==> config.mk <==
export PLATFORM = sky130hd
export DESIGN_NAME = bus_mode_ctrl
export DESIGN_NICKNAME = d
export VERILOG_FILES = /design/src/rtl/bmc_pkg.sv /design/src/rtl/bmc_sync.sv /design/src/rtl/bmc_mode_filter.sv /design/src/rtl/bmc_term_map.sv /design/src/rtl/bus_mode_ctrl.sv
export SDC_FILE = /design/constraint.sdc
export NUM_CORES = 1
export LEC_CHECK = 0
export BUFFER_PORTS_ARGS = -buffer_cell sky130_fd_sc_hd__buf_2
export CORE_ASPECT_RATIO = 0.5
export CORE_MARGIN = 3
export CORE_UTILIZATION = 40
export DETAILED_ROUTE_END_ITERATION = 8
export SYNTH_ARGS = -nofsm -noshare
export SYNTH_HDL_FRONTEND = slang
export SYNTH_SLANG_ARGS = --single-unit
==> constraint.sdc <==
create_clock -name clk -period 1.8 [get_ports clk]
set_input_delay 0.27 -clock clk [delete_from_list [all_inputs] [get_ports clk]]
set_output_delay 0.27 -clock clk [all_outputs]
set_load 0.02 [all_outputs]
==> src/rtl/bmc_pkg.sv <==
package bmc_pkg;

  typedef enum logic [1:0] {
    MD_LVD = 2'd0,
    MD_SE  = 2'd1,
    MD_HVD = 2'd2,
    MD_BAD = 2'd3
  } bus_mode_t;

  // Turns the two comparator flags into a bus mode.
  function automatic bus_mode_t decode_sense(input logic below_lo, input logic above_hi);
    case ({above_hi, below_lo})
      2'b00:   return MD_LVD;
      2'b01:   return MD_SE;
      2'b10:   return MD_HVD;
      default: return MD_BAD;
    endcase
  endfunction

  // Clock cycles in a window of the given number of microseconds.
  function automatic longint unsigned cycles_for_us(input longint unsigned clk_hz,
                                                    input longint unsigned us);
    return (clk_hz * us) / 64'd1000000;
  endfunction

endpackage

==> src/rtl/bmc_sync.sv <==
module bmc_sync #(
  parameter int W = 4
) (
  input  logic         clk,
  input  logic         rst_n,
  input  logic [W-1:0] async_i,
  output logic [W-1:0] sync_o
);
  logic [W-1:0] meta_q;
  logic [W-1:0] stab_q;

  for (genvar b = 0; b < W; b++) begin : g_bit
    always_ff @(posedge clk or negedge rst_n) begin
      if (!rst_n) begin
        meta_q[b] <= 1'b0;
        stab_q[b] <= 1'b0;
      end else begin
        meta_q[b] <= async_i[b];
        stab_q[b] <= meta_q[b];
      end
    end
  end

  assign sync_o = stab_q;
endmodule

==> src/rtl/bmc_mode_filter.sv <==
module bmc_mode_filter
  import bmc_pkg::*;
#(
  parameter int FILT_CYC = 1250,
  parameter int CNT_W    = 11
) (
  input  logic      clk,
  input  logic      rst_n,
  input  logic      below_lo,
  input  logic      above_hi,
  output bus_mode_t applied_mode,
  output logic      applied_valid
);
  localparam logic [CNT_W-1:0] LAST = CNT_W'(FILT_CYC - 1);

  bus_mode_t        raw_mode;
  bus_mode_t        eff_mode;
  bus_mode_t        cand_q;
  logic [CNT_W-1:0] cnt_q;
  bus_mode_t        acc_q;
  logic             valid_q;

  // Named events for the assertions
  logic bad_pair;
  logic restart_ev;
  logic accept_ev;

  assign raw_mode   = decode_sense(below_lo, above_hi);
  assign bad_pair   = (raw_mode == MD_BAD);
  assign eff_mode   = bad_pair ? cand_q : raw_mode;
  assign restart_ev = (eff_mode != cand_q);
  assign accept_ev  = !restart_ev && (cnt_q == LAST);

  always_ff @(posedge clk or negedge rst_n) begin
    if (!rst_n) begin
      cand_q  <= MD_LVD;
      cnt_q   <= '0;
      acc_q   <= MD_LVD;
      valid_q <= 1'b0;
    end else if (restart_ev) begin
      cand_q <= eff_mode;
      cnt_q  <= '0;
    end else if (accept_ev) begin
      acc_q   <= cand_q;
      valid_q <= 1'b1;
    end else begin
      cnt_q <= cnt_q + 1'b1;
    end
  end

  assign applied_mode  = acc_q;
  assign applied_valid = valid_q;

  AST_CNT_BOUND: assert property (@(posedge clk) disable iff (!rst_n)
    cnt_q <= LAST);

  AST_ACCEPT_AFTER_WINDOW: assert property (@(posedge clk) disable iff (!rst_n)
    $rose(valid_q) || (acc_q != $past(acc_q)) |-> ($past(cnt_q) == LAST && $past(cand_q) == acc_q));

  AST_BAD_NO_RESTART: assert property (@(posedge clk) disable iff (!rst_n)
    bad_pair |=> $stable(cand_q));

  AST_NEVER_BAD_MODE: assert property (@(posedge clk) disable iff (!rst_n)
    acc_q != MD_BAD && cand_q != MD_BAD);
endmodule

==> src/rtl/bmc_term_map.sv <==
module bmc_term_map
  import bmc_pkg::*;
(
  input  logic      clk,
  input  logic      rst_n,
  input  bus_mode_t mode,
  input  logic      mode_valid,
  input  logic      iso_req,
  input  logic      therm_flt,
  output logic      ref_hi,
  output logic      se_res,
  output logic      pgnd,
  output logic      pins_iso,
  output logic      ref_en,
  output logic      sense_drv
);
  always_comb begin
    ref_hi    = 1'b0;
    se_res    = 1'b0;
    pgnd      = 1'b0;
    pins_iso  = 1'b1;
    ref_en    = 1'b1;
    sense_drv = 1'b0;
    if (therm_flt) begin
      ref_en = 1'b0;
    end else if (iso_req || !mode_valid) begin
      ref_hi = mode_valid && (mode == MD_SE);
    end else begin
      sense_drv = 1'b1;
      case (mode)
        MD_LVD: pins_iso = 1'b0;
        MD_SE: begin
          pins_iso = 1'b0;
          ref_hi   = 1'b1;
          se_res   = 1'b1;
          pgnd     = 1'b1;
        end
        default: pins_iso = 1'b1;
      endcase
    end
  end

  AST_THERM_SHUTS_DOWN: assert property (@(posedge clk) disable iff (!rst_n)
    therm_flt |-> (pins_iso && !ref_en && !sense_drv));

  AST_ISO_DRIVER_OFF: assert property (@(posedge clk) disable iff (!rst_n)
    iso_req |-> (pins_iso && !sense_drv && !pgnd));

  AST_PRE_DECISION_ISO: assert property (@(posedge clk) disable iff (!rst_n)
    !mode_valid |-> (pins_iso && !sense_drv));

  AST_GROUND_NOT_ISO: assert property (@(posedge clk) disable iff (!rst_n)
    pgnd |-> (!pins_iso && se_res && ref_hi));
endmodule

==> src/rtl/bus_mode_ctrl.sv <==
module bus_mode_ctrl
  import bmc_pkg::*;
#(
  parameter int CLK_HZ   = 1000000,
  parameter int FILT_CYC = 1250
) (
  input  logic clk,
  input  logic rst_n,
  input  logic sense_lo_i,
  input  logic sense_hi_i,
  input  logic isolate_i,
  input  logic thermal_i,
  output logic ref_hi_o,
  output logic se_res_o,
  output logic pgnd_o,
  output logic pins_iso_o,
  output logic ref_en_o,
  output logic sense_drv_o
);
  localparam longint unsigned MAX_CYC = cycles_for_us(CLK_HZ, 2000);
  localparam int CNT_W = $clog2(MAX_CYC + 1) < 1 ? 1 : $clog2(MAX_CYC + 1);
  localparam int N_ASYNC = 4;

  logic [N_ASYNC-1:0] async_in;
  logic [N_ASYNC-1:0] sync_in;
  bus_mode_t          applied_mode;
  logic               applied_valid;

  assign async_in = {thermal_i, isolate_i, sense_hi_i, sense_lo_i};

  bmc_sync #(.W(N_ASYNC)) u_sync (
    .clk     (clk),
    .rst_n   (rst_n),
    .async_i (async_in),
    .sync_o  (sync_in)
  );

  bmc_mode_filter #(.FILT_CYC(FILT_CYC), .CNT_W(CNT_W)) u_filter (
    .clk           (clk),
    .rst_n         (rst_n),
    .below_lo      (sync_in[0]),
    .above_hi      (sync_in[1]),
    .applied_mode  (applied_mode),
    .applied_valid (applied_valid)
  );

  bmc_term_map u_map (
    .clk        (clk),
    .rst_n      (rst_n),
    .mode       (applied_mode),
    .mode_valid (applied_valid),
    .iso_req    (sync_in[2]),
    .therm_flt  (sync_in[3]),
    .ref_hi     (ref_hi_o),
    .se_res     (se_res_o),
    .pgnd       (pgnd_o),
    .pins_iso   (pins_iso_o),
    .ref_en     (ref_en_o),
    .sense_drv  (sense_drv_o)
  );
endmodule

Word-level counts from Yosys, hierarchy flattened. Index checks and enable logic that the tools add are counted.

Register bits after elaboration: 24. Latch bits: 0. RAM bits: 0. Memory bits (read-only): 0. Bits of input ports: 6. Output and inout bits: 6. Logic and storage cells: 45. Memories kept: 0.

$add $sub $neg: 1. Multipliers: 0. Divide/modulo/power cells: 0. Order comparisons: 0. Equality and inequality tests: 7. Shift operators: 0. Muxes and demuxes: 15. Bitwise operators: 1. Reductions and logical operators: 9.

Operator list (number): two-way mux 11 bit (2); adder 11 x 1 -> 11 bit (second input constant) (1); == test 11 bit (second input constant) (1); two-way mux 1 bit (11); one-hot mux 2 bit (3 select lines) (1); == test 2 x 1 -> 1 bit (second input constant) (2); == test 2 bit (second input constant) (2); logical NOT 2 bit (2); logical AND 1 bit (2); logical NOT 1 bit (2); two-way mux 2 bit (1); != test 2 x 1 -> 1 bit (second input constant) (1); != test 2 bit (1); AND reduction 2 bit (1); OR reduction 2 bit (1); logical OR 1 bit (1); NOT 1 bit (1).

Depth between registers and ports, before layout.
Depth in word-level cells: 9. Depth in mapped cells: 6. Gate-level depth less buffers: 6.

Cells and area by module. A second synthesis with hierarchy kept.

Cells, all modules: 88. Area total of the unflattened synthesis: 1064.8 µm².

Modules (own cells, without submodules): bmc_mode_filter (instances 1, cells each 73, area an instance 814.5 µm², sequential area each 400.4 µm²); bmc_sync (instances 1, cells each 8, area an instance 200.2 µm², sequential area each 200.2 µm²); bmc_term_map (instances 1, cells each 7, area an instance 50.0 µm², sequential area each 0.0 µm²).

Worst setup path after synthesis. Ideal clock, no wire load.

Kind: reg2out. From: register u_sync.stab_q[3] (netlist: u_sync.sync_o[3]). To: output port se_res_o. Arrival time: 1.847 ns. Required time: 1.530 ns. Setup slack: -0.317 ns. Stages on the path, launching flop included: 6. Path buffers: 1. Path through: dfrtp_1 -> inv_1 -> nand2_1 -> nor3b_1 -> nor2b_1 -> buf_4.

Cells in the longest elaborated chain, start to end: 1.

Ends and longest elaborated chain: start: declaration (line bmc_sync.sv:10) `logic [W-1:0] stab_q;`; start signal: indexed assignment (line bmc_sync.sv:19) `stab_q[b] <= meta_q[b];`; two-way mux 1 bit; end: declaration (line bus_mode_ctrl.sv:14) `output logic se_res_o,`.

No other way between the ends.

Worst setup path in the final report.
From: register u_filter.cnt_q[1]. To: register u_filter.acc_q[1] (netlist: u_filter.applied_mode[1]).

Cells in the longest elaborated chain, start to end: 3.

Ends and longest elaborated chain: start: declaration (line bmc_mode_filter.sv:19) `logic [CNT_W-1:0] cnt_q;`; start signal: assignment (line bmc_mode_filter.sv:47) `cnt_q <= cnt_q + 1'b1;`; == test 11 bit (line bmc_mode_filter.sv:32) `assign accept_ev = !restart_ev && (cnt_q == LAST);`; logical AND 1 bit (line bmc_mode_filter.sv:32); AND reduction 2 bit (no line); end signal: assignment (line bmc_mode_filter.sv:44) `acc_q <= cand_q;`; end: declaration (line bmc_mode_filter.sv:20) `bus_mode_t acc_q;`.

No other way between the ends. A chain may end at the register's enable or synchronous reset.

==> flow_summary.ini <==
[outcome]
outcome = finished clean

[yosys]
ys_top_cells_by_count = dfrtp_1, nor2_1, xnor2_1
synth_edf_count = 0
synth.avg_cell_area_um2 = 11.6
synth_fp_nets = 98
yosysSeqAreaShare_pct = 57.6
synth_top_area_cell = dfrtp_1
synth_seq_cells = 24
synth.most_common_cell = dfrtp_1
synth-main-ff-cell = dfrtp_1
synth_top_area_share_pct = 57.6
async_flop_share_pct = 100
syn-instance-count = 90
yosysUniqueCellTypes = 30
yosys-top-cells-area = dfrtp_1, xnor2_1, nor2_1
yosysWarnings = 0
synth_area_um2 = 1040

[die]
die_h_um = 42.1
core_area_um2 = 2340
ioPinCount = 12
die_area_um2 = 3290
die_w_um = 78.2
row_count = 12
start_util_pct = 44.5

[drt]
vias_per_cell = 5.01
drtPass1Iterations = 4
dr_total_vias = 697
drc = 0
routed_wl_um = 1710
drt_iter0_drc = 13
antenna_left = 0
routedWlPerCell_um = 12.3

[cts]
cts_max_level = 1
clock-sinks = 24
cts_max_path_buffers = 2
cts_tree = built
clk_latency_ps = 260
root_buffer = clkbuf_8
cts.clk_slew.worst_paths_ps = 90
cts_resized = 0
numCtsBuffers = 3

[pwr]
cellPowerDensity_nw_per_um2 = 929
peakVddDrop_uv = 414
p_leak_nw = 0.536

[critical_path]
crit_path_start_kind = register
crit_type = reg2reg
critical-path-top-delay-family = flip-flops
max_stage_delay_ps = 430
critPathMaxFanout = 5
cp-end-kind = register
crit_path_top_delay_cell = dfrtp_1
crit_buf_inv = 1
critPathRequiredTime_ps = 1960
path_cells = inv_1 -> ha_1 -> and4bb_1 -> and4_1 -> o221a_4 -> mux2_4
cp.arrival_ps = 1830

[final_layout]
final_util_pct = 52.0
fin_nets = 113
syn2layout_area_growth_pct = 16.9
drive_gt1_share_pct = 22.1
diodes = 0

[sta]
max_freq_mhz = 599
worst_slew_pin_slew_ps = 866
skew_ps = 1.04
maxSlewViolCount = 0
rsz0062_at_grt = no
setup_tns_ps = 0
setup_viol = 0
slew_headroom_pct = 42.3
hold_viol_final = 0
fin_crit_ps = 1670
min_period_over_period_pct = 92.8

[global_route]
grtUsageTotal_pct = 12.2
grt_max_degree = 25
overflow = 0
grt_pass1_wl_um = 3030
grt_antenna_before_repair = 0
grt_pass1_vias = 671

[placement]
dpl.hpwl_um = 1230
place.gp.congestion = 0.791
portBuffers = 11

[hold_path]
hold_path_class = in2reg

[job]
cap_violations = 0
==> kinds of logic (layout without fill, tap and decap cells) <==
kind of cell	after synthesis	count (layout)	synth area share, %
buffers and inverters	6	20	2.52
AO/OA/AOI/OAI	8	8	6.12
XOR/XNOR	9	9	7.56
adder cells (fa/ha/maj)	2	2	2.40
flip-flops	24	24	57.6
AND/OR/NAND/NOR	39	39	20.9
multiplexers	2	2	2.88
==> metrics by stage <==
step	cells	total power [W]	setup WS (ps)	cell area (um2)	hold WS (ps)
after CTS	139	0.00115	118	1220	93.9
after floorplan	90	0.000639	11.7	1050	-25.6
final	139	0.00113	130	1220	103
after global routing	139	0.00118	39.3	1220	86.0
after global placement	134	0.000664	203	1140	261
after detailed placement	134	0.000669	141	1140	280
==> where the power goes <==
group	internal (W)	switching [W]	leakage, nW
Sequential	0.000563	0.0000272	0.311
Combinational	0.0000270	0.0000416	0.189
Clock	0.000297	0.000176	0.0357
==> path summary, 6_finish.rpt <==
| check | startpoint | end | slack, ps | depth (start not counted) |
|---|---|---|---|---|
| max | u_filter.cnt_q[1] | u_filter.applied_mode[1] | 130 | 6 |
| min | thermal_i | u_sync.meta_q[3] | 100 | 1 |
| max reg2reg | u_filter.cnt_q[1] | u_filter.applied_mode[1] | 130 | 6 |
| min reg2reg | u_sync.meta_q[1] | u_sync.sync_o[1] | 350 | 0 |
| max in group asynchronous | rst_n | u_filter.cnt_q[8] | 940 | 2 |
| min in group asynchronous | rst_n | u_filter.applied_mode[0] | 510 | 2 |
==> flip-flops by register name (all words and copies together), names as in the netlist <==
signal and count:
u_filter.cand_q 2, u_filter.cnt_q 11, u_sync.meta_q 4, u_filter.applied_mode 2, u_sync.sync_o 4, u_filter.applied_valid 1
==> layout by cell type (no fill, tap or decap), types with 2 or more instances in the layout <==
cell type  count
ha_1           2
a21boi_0       2
xnor2_1        7
inv_1          4
nor3_1         4
a21oi_1        3
buf_2         11
nand2_1        6
mux2_4         2
nand3_1        3
dfrtp_1       24
xor2_1         2
nor2_1        13
clkbuf_8       3
==> cell type report <==
| type | count | area (um2) |
|---|---|---|
| flip-flops and latches | 24 | 601 |
| clock inverters | 1 | 30.0 |
| clock buffers | 3 | 41.3 |
| multi-input cells | 60 | 423 |
| repair buffers | 12 | 65.1 |
| inverters | 4 | 15.0 |
| well taps | 35 | 43.8 |
| fillers | 209 | 1120 |
==> layer usage <==
layer | global-route usage (%) | vias to the layer above | part of all wire, %
met5 | 0 | - | 0
met4 | 2.09 | 0 | 0
met3 | 5.79 | 0 | 4.2
met2 | 20.9 | 9 | 50
met1 | 14.2 | 356 | 46
li1 | - | 332 | -
==> what timing repair did <==
action / in CTS / in global routing
endpoints found under the hold margin: 24 / 0
setup buffers: 0 / 0
hold buffers: 1 / 0
No activity file was read; power rests on OpenSTA's default activity.
